<file path="src/rtl/dseq_pkg.sv">
package dseq_pkg;
  localparam int ADDR_W     = 32;
  localparam int DATA_W     = 32;
  localparam int HALF_W     = 16;
  localparam int DEV_W      = 8;
  localparam int LANES      = DATA_W / 8;
  localparam int LANE_SH    = $clog2(LANES);
  localparam int DESC_BYTES = 16;
  localparam int DESC_WORDS = DESC_BYTES / LANES;
  localparam int IDX_W      = $clog2(DESC_WORDS);
  localparam int DEP_OFS    = 2 * LANES;
  localparam int STAT_OFS   = 3 * LANES;

  localparam logic [3:0] OP_STORE = 4'd4;
  localparam logic [3:0] OP_LOAD  = 4'd5;
  localparam logic [3:0] OP_NOP   = 4'd6;
  localparam logic [3:0] OP_STOP  = 4'd7;

  typedef enum logic [1:0] {MS_FETCH, MS_DEP, MS_STAT, MS_DATA} memSel_t;

  typedef struct packed {
    logic capture;
    logic clrWake;
    logic kill;
    logic stop;
    logic capResid;
    logic capLoad;
    logic clrFlush;
    logic advance;
    logic branch;
  } seqStrobe_t;

  function automatic logic condHit(input logic [1:0] sel, input logic cond);
    return (sel == 2'd3) || (sel == 2'd1 && cond) || (sel == 2'd2 && !cond);
  endfunction
endpackage

</file>
<file path="src/rtl/dseq_ctrl.sv">
module dseq_ctrl
  import dseq_pkg::*;
(
  input  logic             clk,
  input  logic             rstN,
  input  logic             runGo,
  input  logic             activeFlag,
  input  logic [3:0]       opcode,
  input  logic [2:0]       key,
  input  logic             addrZero,
  input  logic [1:0]       waitSel,
  input  logic [1:0]       intrSel,
  input  logic [1:0]       brSel,
  input  logic             waitCond,
  input  logic             intrCond,
  input  logic             branchCond,
  input  logic             memAck,
  input  logic             xferDone,
  output logic             memReq,
  output logic             memWe,
  output logic             xferReq,
  output logic             irqPulse,
  output memSel_t          memSel,
  output logic [IDX_W-1:0] wordIdx,
  output seqStrobe_t       strobe
);
  typedef enum logic [3:0] {
    S_IDLE, S_FETCH, S_DECODE, S_XFER, S_WORD, S_WAITC, S_WB_DEP, S_WB_STAT, S_FINISH
  } seqState_t;

  seqState_t        state, nextState;
  logic [IDX_W-1:0] idxNext;
  logic             wordOp, wordOpNext;
  logic             waitHit, intrHit, brHit;
  logic             badStream, badWord;

  assign waitHit   = condHit(waitSel, waitCond);
  assign intrHit   = condHit(intrSel, intrCond);
  assign brHit     = condHit(brSel, branchCond);
  assign badStream = (key > 3'd3) || addrZero;
  assign badWord   = (key == 3'd4) || (key == 3'd5) || (key == 3'd7);

  always_ff @(posedge clk) begin
    if (!rstN) begin
      state   <= S_IDLE;
      wordIdx <= '0;
      wordOp  <= 1'b0;
    end else begin
      state   <= nextState;
      wordIdx <= idxNext;
      wordOp  <= wordOpNext;
    end
  end

  always_comb begin
    nextState  = state;
    idxNext    = wordIdx;
    wordOpNext = wordOp;
    strobe     = '0;
    memReq     = 1'b0;
    memWe      = 1'b0;
    memSel     = MS_FETCH;
    xferReq    = 1'b0;
    irqPulse   = 1'b0;
    case (state)
      S_IDLE: begin
        idxNext = '0;
        if (runGo) nextState = S_FETCH;
      end
      S_FETCH: begin
        memReq = 1'b1;
        if (memAck) begin
          strobe.capture = 1'b1;
          if (wordIdx == IDX_W'(DESC_WORDS - 1)) nextState = S_DECODE;
          else idxNext = wordIdx + 1'b1;
        end
      end
      S_DECODE: begin
        strobe.clrWake = 1'b1;
        wordOpNext     = 1'b0;
        if (opcode == OP_STOP) begin
          strobe.stop = 1'b1;
          nextState   = S_IDLE;
        end else if (opcode == OP_NOP) begin
          nextState = S_WAITC;
        end else if (opcode < OP_STORE) begin
          if (badStream) begin
            strobe.kill = 1'b1;
            irqPulse    = 1'b1;
            nextState   = S_IDLE;
          end else begin
            nextState = S_XFER;
          end
        end else if (opcode == OP_STORE || opcode == OP_LOAD) begin
          if (badWord) begin
            strobe.kill = 1'b1;
            irqPulse    = 1'b1;
            nextState   = S_IDLE;
          end else begin
            wordOpNext = 1'b1;
            nextState  = S_WORD;
          end
        end else begin
          strobe.kill = 1'b1;
          irqPulse    = 1'b1;
          nextState   = S_IDLE;
        end
      end
      S_XFER: begin
        xferReq = 1'b1;
        if (xferDone) begin
          strobe.capResid = 1'b1;
          nextState       = S_WAITC;
        end
      end
      S_WORD: begin
        memReq = 1'b1;
        memSel = MS_DATA;
        memWe  = (opcode == OP_STORE);
        if (memAck) begin
          strobe.capLoad = (opcode == OP_LOAD);
          nextState      = S_WAITC;
        end
      end
      S_WAITC: begin
        if (!activeFlag) nextState = S_IDLE;
        else if (!waitHit) nextState = S_WB_DEP;
      end
      S_WB_DEP: begin
        memReq = 1'b1;
        memWe  = 1'b1;
        memSel = MS_DEP;
        if (memAck) nextState = S_WB_STAT;
      end
      S_WB_STAT: begin
        memReq = 1'b1;
        memWe  = 1'b1;
        memSel = MS_STAT;
        if (memAck) nextState = S_FINISH;
      end
      S_FINISH: begin
        strobe.clrFlush = 1'b1;
        irqPulse        = intrHit;
        if (!wordOp && brHit) strobe.branch = 1'b1;
        else strobe.advance = 1'b1;
        idxNext   = '0;
        nextState = runGo ? S_FETCH : S_IDLE;
      end
      default: nextState = S_IDLE;
    endcase
  end
endmodule

</file>
<file path="src/rtl/dseq_datapath.sv">
module dseq_datapath
  import dseq_pkg::*;
(
  input  logic              clk,
  input  logic              rstN,
  input  seqStrobe_t        strobe,
  input  memSel_t           memSel,
  input  logic [IDX_W-1:0]  wordIdx,
  input  logic              runIn,
  input  logic              wakeIn,
  input  logic              flushIn,
  input  logic              ptrLoad,
  input  logic [ADDR_W-1:0] ptrIn,
  input  logic [DEV_W-1:0]  devStat,
  input  logic [DATA_W-1:0] memRData,
  input  logic [HALF_W-1:0] xferResid,
  output logic [ADDR_W-1:0] memAddr,
  output logic [DATA_W-1:0] memWData,
  output logic [LANES-1:0]  memStrb,
  output logic [3:0]        opcode,
  output logic [2:0]        key,
  output logic [1:0]        waitSel,
  output logic [1:0]        intrSel,
  output logic [1:0]        brSel,
  output logic              addrZero,
  output logic              runGo,
  output logic              activeFlag,
  output logic              xferOut,
  output logic              xferLast,
  output logic [1:0]        xferKey,
  output logic [ADDR_W-1:0] xferAddr,
  output logic [HALF_W-1:0] xferLen,
  output logic [ADDR_W-1:0] cmdPtr,
  output logic [HALF_W-1:0] statusWord
);
  localparam logic [ADDR_W-1:0] ALIGN_MASK = ~ADDR_W'(DESC_BYTES - 1);

  logic [HALF_W-1:0] reqCount, resid;
  logic [ADDR_W-1:0] dataAddr, wordAddr;
  logic [DATA_W-1:0] cmdDep, loadVal, storeVal;
  logic              flushF, wakeF, deadF, activeF, btF, runPrev;
  logic              size4, size2;
  logic [1:0]        ofs;
  logic [LANES-1:0]  dataStrb;
  logic [HALF_W-1:0] loadHalf;
  logic [7:0]        loadByte;

  // word access sizing from the low count bits
  assign size4    = reqCount[2];
  assign size2    = !reqCount[2] && reqCount[1];
  assign wordAddr = size4 ? {dataAddr[ADDR_W-1:2], 2'b00}
                  : size2 ? {dataAddr[ADDR_W-1:1], 1'b0} : dataAddr;
  assign ofs      = wordAddr[1:0];
  assign loadHalf = HALF_W'(memRData >> {ofs, 3'b000});
  assign loadByte = 8'(memRData >> {ofs, 3'b000});
  assign loadVal  = size4 ? memRData
                  : size2 ? {loadHalf, cmdDep[HALF_W-1:0]}
                          : {loadByte, cmdDep[DATA_W-9:0]};
  assign storeVal = size4 ? cmdDep
                  : size2 ? {(LANES/2){cmdDep[DATA_W-1:HALF_W]}}
                          : {LANES{cmdDep[DATA_W-1:DATA_W-8]}};

  for (genvar l = 0; l < LANES; l++) begin : g_lane
    localparam logic [1:0] LANE_ID = 2'(l);
    assign dataStrb[l] = size4 || (size2 && (LANE_ID[1] == ofs[1])) || (LANE_ID == ofs);
  end

  always_comb begin
    memStrb  = '1;
    memWData = cmdDep;
    case (memSel)
      MS_FETCH: memAddr = cmdPtr + (ADDR_W'(wordIdx) << LANE_SH);
      MS_DEP:   memAddr = cmdPtr + ADDR_W'(DEP_OFS);
      MS_STAT: begin
        memAddr  = cmdPtr + ADDR_W'(STAT_OFS);
        memWData = {statusWord, resid};
      end
      default: begin
        memAddr  = {wordAddr[ADDR_W-1:LANE_SH], {LANE_SH{1'b0}}};
        memWData = storeVal;
        memStrb  = dataStrb;
      end
    endcase
  end

  always_ff @(posedge clk) begin
    if (!rstN) begin
      reqCount <= '0; opcode <= '0; key <= '0;
      intrSel <= '0; brSel <= '0; waitSel <= '0;
      dataAddr <= '0; cmdDep <= '0; resid <= '0;
      cmdPtr <= '0; flushF <= 1'b0; wakeF <= 1'b0; deadF <= 1'b0;
      activeF <= 1'b0; btF <= 1'b0; runPrev <= 1'b0;
    end else begin
      runPrev <= runIn;
      if (strobe.capture) begin
        case (wordIdx)
          2'd0: begin
            reqCount <= memRData[15:0];
            opcode   <= memRData[31:28];
            key      <= memRData[26:24];
            intrSel  <= memRData[21:20];
            brSel    <= memRData[19:18];
            waitSel  <= memRData[17:16];
          end
          2'd1:    dataAddr <= memRData;
          2'd2:    cmdDep   <= memRData;
          default: resid    <= memRData[HALF_W-1:0];
        endcase
      end
      if (strobe.capResid) resid <= xferResid;
      if (strobe.capLoad) cmdDep <= loadVal;
      if (strobe.clrWake) wakeF <= 1'b0;
      if (strobe.kill) begin
        deadF   <= 1'b1;
        activeF <= 1'b0;
      end
      if (strobe.stop) begin
        activeF <= 1'b0;
        deadF   <= 1'b0;
        flushF  <= 1'b0;
      end
      if (strobe.clrFlush) flushF <= 1'b0;
      if (strobe.advance) begin
        btF    <= 1'b0;
        cmdPtr <= cmdPtr + ADDR_W'(DESC_BYTES);
      end
      if (strobe.branch) begin
        btF    <= 1'b1;
        cmdPtr <= cmdDep & ALIGN_MASK;
      end
      if (flushIn) flushF <= 1'b1;
      if (wakeIn) begin
        wakeF   <= 1'b1;
        activeF <= 1'b1;
      end
      if (runIn && !runPrev) begin
        activeF <= 1'b1;
        deadF   <= 1'b0;
      end
      if (!runIn && runPrev) begin
        activeF <= 1'b0;
        deadF   <= 1'b0;
      end
      if (ptrLoad && !runIn && !activeF) cmdPtr <= ptrIn & ALIGN_MASK;
    end
  end

  assign statusWord = {runIn, 1'b0, flushF, wakeF, deadF, activeF, 1'b0, btF, devStat};
  assign runGo      = runIn && activeF;
  assign activeFlag = activeF;
  assign addrZero   = (dataAddr == '0);
  assign xferOut    = !opcode[1];
  assign xferLast   = opcode[0];
  assign xferKey    = key[1:0];
  assign xferAddr   = dataAddr;
  assign xferLen    = reqCount;
endmodule

</file>
<file path="src/rtl/dseq_top.sv">
module dseq_top
  import dseq_pkg::*;
(
  input  logic        clk,
  input  logic        rstN,
  input  logic        runIn,
  input  logic        wakeIn,
  input  logic        flushIn,
  input  logic        ptrLoad,
  input  logic [31:0] ptrIn,
  input  logic [7:0]  devStat,
  input  logic        waitCond,
  input  logic        intrCond,
  input  logic        branchCond,
  output logic        memReq,
  output logic        memWe,
  output logic [31:0] memAddr,
  output logic [31:0] memWData,
  output logic [3:0]  memStrb,
  input  logic        memAck,
  input  logic [31:0] memRData,
  output logic        xferReq,
  output logic        xferOut,
  output logic        xferLast,
  output logic [1:0]  xferKey,
  output logic [31:0] xferAddr,
  output logic [15:0] xferLen,
  input  logic        xferDone,
  input  logic [15:0] xferResid,
  output logic        irqPulse,
  output logic [31:0] cmdPtr,
  output logic [15:0] statusWord
);
  seqStrobe_t       strobe;
  memSel_t          memSel;
  logic [IDX_W-1:0] wordIdx;
  logic [3:0]       opcode;
  logic [2:0]       key;
  logic [1:0]       waitSel, intrSel, brSel;
  logic             addrZero, runGo, activeFlag;

  dseq_ctrl u_ctrl (
    .clk(clk), .rstN(rstN), .runGo(runGo), .activeFlag(activeFlag),
    .opcode(opcode), .key(key), .addrZero(addrZero),
    .waitSel(waitSel), .intrSel(intrSel), .brSel(brSel),
    .waitCond(waitCond), .intrCond(intrCond), .branchCond(branchCond),
    .memAck(memAck), .xferDone(xferDone),
    .memReq(memReq), .memWe(memWe), .xferReq(xferReq), .irqPulse(irqPulse),
    .memSel(memSel), .wordIdx(wordIdx), .strobe(strobe)
  );

  dseq_datapath u_dp (
    .clk(clk), .rstN(rstN), .strobe(strobe), .memSel(memSel), .wordIdx(wordIdx),
    .runIn(runIn), .wakeIn(wakeIn), .flushIn(flushIn), .ptrLoad(ptrLoad),
    .ptrIn(ptrIn), .devStat(devStat), .memRData(memRData), .xferResid(xferResid),
    .memAddr(memAddr), .memWData(memWData), .memStrb(memStrb),
    .opcode(opcode), .key(key), .waitSel(waitSel), .intrSel(intrSel), .brSel(brSel),
    .addrZero(addrZero), .runGo(runGo), .activeFlag(activeFlag),
    .xferOut(xferOut), .xferLast(xferLast), .xferKey(xferKey),
    .xferAddr(xferAddr), .xferLen(xferLen), .cmdPtr(cmdPtr), .statusWord(statusWord)
  );
endmodule

</file>
<file path="config.mk">
export PLATFORM = sky130hd
export DESIGN_NAME = dseq_top
export DESIGN_NICKNAME = d
export VERILOG_FILES = /design/src/rtl/dseq_pkg.sv /design/src/rtl/dseq_ctrl.sv /design/src/rtl/dseq_datapath.sv /design/src/rtl/dseq_top.sv
export SDC_FILE = /design/constraint.sdc
export NUM_CORES = 1
export LEC_CHECK = 0
export BUFFER_PORTS_ARGS = -buffer_cell sky130_fd_sc_hd__buf_4
export CAP_MARGIN = 20
export CORE_ASPECT_RATIO = 1.25
export CORE_UTILIZATION = 40
export DETAILED_ROUTE_END_ITERATION = 7
export GPL_TIMING_DRIVEN = 0
export PLACE_DENSITY = 0.67
export SYNTH_ARGS = -nofsm -noshare
export SYNTH_HDL_FRONTEND = slang
export SYNTH_SLANG_ARGS = --single-unit
</file>
<file path="constraint.sdc">
create_clock -name clk -period 2.3 [get_ports clk]
set_clock_uncertainty 0.15 [all_clocks]
set_input_delay 0.23 -clock clk [delete_from_list [all_inputs] [get_ports clk]]
set_output_delay 0.23 -clock clk [all_outputs]
set_load 0.03 [all_outputs]
</file>
==> impl_metrics.json <==
{
  "status": "complete, but fails checks",
  "synth_cells": 1123,
  "fin_crit_sh_pct": 111.1,
  "reg2reg_setup_slack_ns": -0.07,
  "power_frac_comb_pct": 19.5,
  "cts_made_buffers": 17,
  "cp.required_ns": 1.92,
  "synth_area_um2": 8615,
  "final_common_cell": "buf_4",
  "synth-xor-area-share_pct": 1.017,
  "die_area_um2": 22130,
  "crit_arrival_ns": 2.18,
  "ys_seq_area_share_pct": 34.86,
  "portBuffers": 258,
  "yosys.area_share.simple_pct": 24.07,
  "synth_top_family_by_area": "simple AND/OR/NAND/NOR gates",
  "hold_viol_final": 0,
  "drive_gt1_share_pct": 35.32,
  "diodes": 0,
  "rsz0062_at_grt": "yes",
  "timing.fmax_mhz": 391.2,
  "ant_nets": 0,
  "area_growth_pct": 57.88,
  "fillers": 1790,
  "ys_warn_count": 0,
  "vdd_drop_max_mv": 0.5732,
  "startpoint_type": "register",
  "clock_path_buffers": 2,
  "min-delay-start": "ptrIn[17]",
  "drt-total-wl_mm": 41.73,
  "dpl-instance-area_um2": 10950,
  "worstPathMaxFanout": 6,
  "placed_cells": 1662,
  "nets": 1633,
  "setup_viol": 66,
  "cap_violations": 0,
  "p_seq_share_pct": 39.7,
  "synth-compound-area-share_pct": 23.72,
  "fin_util_pct": 64.87,
  "critPathLaunch": "u_ctrl.state[0]",
  "htreeDepth": 4,
  "critPathKind": "register to output pin",
  "pwr-share-clk_pct": 40.9,
  "p_leak_nw": 5.446,
  "drt_iter0_markers": 1079,
  "io-pin-count": 271,
  "worstSetupEndpoint": "memWData[7]",
  "synth_ff_type": "dfxtp_1",
  "die_h_um": 166.1,
  "clock_latency_ns": 0.43,
  "drc": 0,
  "initial_core_util_pct": 41.09,
  "cts.clk_slew.worst_paths_ns": 0.07,
  "synth_area_per_cell_um2": 7.671,
  "sw_frac_of_total_pct": 30.04,
  "grt_max_degree": 17,
  "dr.pass1.iters": 6,
  "place_ws_ns": -0.7956,
  "r2r_end": "u_dp.cmdPtr[18]",
  "setup_ws_ns": -0.2560,
  "slew_violations": 0,
  "violations": "setup timing",
  "rr_startpoint": "u_ctrl.state[1]",
  "synthAdderAreaFrac_pct": 1.017,
  "placementRows": 59,
  "grt_usage_pct": 35.63,
  "synth_async_sr_flop_share_pct": 0,
  "cts_tree": "built",
  "setup_tns_ns": -8.901,
  "p_switching_mw": 2.098,
  "period_minus_slack_ns": 2.556,
  "cts-root-buf": "clkbuf_16",
  "synth.distinct_cells": 72,
  "cellPowerDensity_nw_per_um2": 513.6,
  "vias_per_cell": 6.008,
  "synthMuxAreaShare_pct": 8.453,
  "hold_path_class": "input port to register",
  "gp_congestion": 0.9850,
  "fp.dieW_um": 133.3,
  "clock-sinks": 150,
  "wire_per_inst_um": 23.01,
  "hold_slack_ns": 0.02032,
  "grt_pass1_vias": 9924,
  "slew_headroom_pct": 37.26,
  "grt_overflow": 0,
  "coreArea_um2": 20970,
  "final_area_um2": 13600,
  "finalPower_mw": 6.985,
  "synth_edf_count": 0,
  "cp-end-kind": "output pin",
  "rr_worst_depth": 7,
  "worst_pin_slew_ns": 0.9411,
  "synth-seq-cells": 150,
  "p_int_mw": 4.887,
  "hpwl_mm": 29.44,
  "grt_pass1_wl_mm": 59.86,
  "final_cell_mix": "buf_4, nand2_1, dfxtp_1",
  "via_count": 10900,
  "antenna_found_initial": 0,
  "final_cell_count_no_fill": 1814
}
[timing repair]
item / 4_1_cts / 5_1_grt
hold endpoints to repair: 130 / 0
hold buffers: 76 / 0
cloned: 3 / 2
pin swaps: 12 / 14
endpoints found under the setup margin: 176 / 203
resized for setup: 131 / 143
setup buffers: 18 / 29
[cells by family (layout without fill, tap and decap cells)]
family | after synthesis | after routing
adders and majority gates | 7 | 7
other | 1 | 8
xor gates and xnor gates | 10 | 10
buffers and inverters | 126 | 536
AOI/OAI and AO/OA | 315 | 315
DFF | 150 | 150
muxes | 68 | 68
and+or+nand+nor | 446 | 446
[critical path: stages (launching register included)]
cell	delay, ns
dfxtp_4	0.36
nor4b_4	0.36
and2_4	0.20
buf_6	0.11
nor2_4	0.07
buf_8	0.13
a221o_2	0.37
buf_6	0.15
[synth_stat cells (9+ instances only)]
cell type | count | share of area, %
a211oi_1 | 22 | 1.9
a21oi_1 | 114 | 6.6
a221o_1 | 16 | 1.9
a22oi_1 | 23 | 2.0
a31oi_1 | 15 | 1.1
buf_2 | 11 | 0.64
buf_4 | 25 | 2.2
clkbuf_1 | 71 | 3.1
dfxtp_1 | 150 | 35
inv_1 | 14 | 0.61
mux2_2 | 38 | 5.0
mux2i_1 | 30 | 3.5
nand2_1 | 226 | 9.8
nand3_1 | 36 | 2.1
nand4_1 | 20 | 1.5
nor2_1 | 67 | 2.9
nor2b_1 | 9 | 0.65
nor3_1 | 25 | 1.5
nor4_1 | 16 | 1.2
o21ai_0 | 39 | 2.3
o22ai_1 | 21 | 1.5
[layer usage]
| layer | global-route usage, % | part of all wire [%] | up-vias |
|---|---|---|---|
| li1 | - | - | 4860 |
| met1 | 41.38 | 35 | 5091 |
| met4 | 20.80 | 7.7 | 0 |
| met5 | 0 | 0 | - |
| met3 | 7.021 | 9.4 | 220 |
| met2 | 60.42 | 47 | 728 |
[layout make-up]
class	instances	area (µm²)	share of cell area (%)
tap	274	342.8	2.521
timing repair buffer	386	3401	25.00
sequential	150	3049	22.42
multi-input combinational	854	5475	40.26
inverter	15	61.31	0.4508
buffer	103	679.4	4.995
clock inverter	14	152.6	1.122
clock buffer	18	439.2	3.229
[power groups by stage]
stage	Combinational (mW)	Sequential (mW)	Clock, mW
global placement	1.13	2.82	0
CTS	1.28	2.77	2.84
finish	1.36	2.77	2.85
detailed placement	1.14	2.82	0
floorplan	0.555	2.88	0
global route	1.43	2.78	2.95
[worst min path at each step]
| stage | end | slack (ns) | depth (start not counted) |
|---|---|---|---|
| after floorplan | u_dp.wakeF | 0.20 | 2 |
| after global placement | u_dp.flushF | 0.29 | 3 |
| after detailed placement | u_dp.waitSel[1] | 0.30 | 2 |
| after CTS | u_dp.cmdPtr[13] | 0.0007 | 3 |
| after global routing | u_dp.cmdPtr[13] | 0.01 | 3 |
| final | u_dp.cmdPtr[17] | 0.02 | 3 |
[sequential cells by signal, indices dropped and copies added, names as in the netlist, 2 cells and up]
name            flops
u_dp.xferLen       16
u_dp.key            3
u_dp.xferAddr      32
u_dp.cmdDep        32
u_dp.opcode         4
u_ctrl.wordIdx      2
u_ctrl.state        4
u_dp.resid         16
u_dp.intrSel        2
u_dp.brSel          2
u_dp.waitSel        2
u_dp.cmdPtr        28
Power figures use the tool's default switching activity.
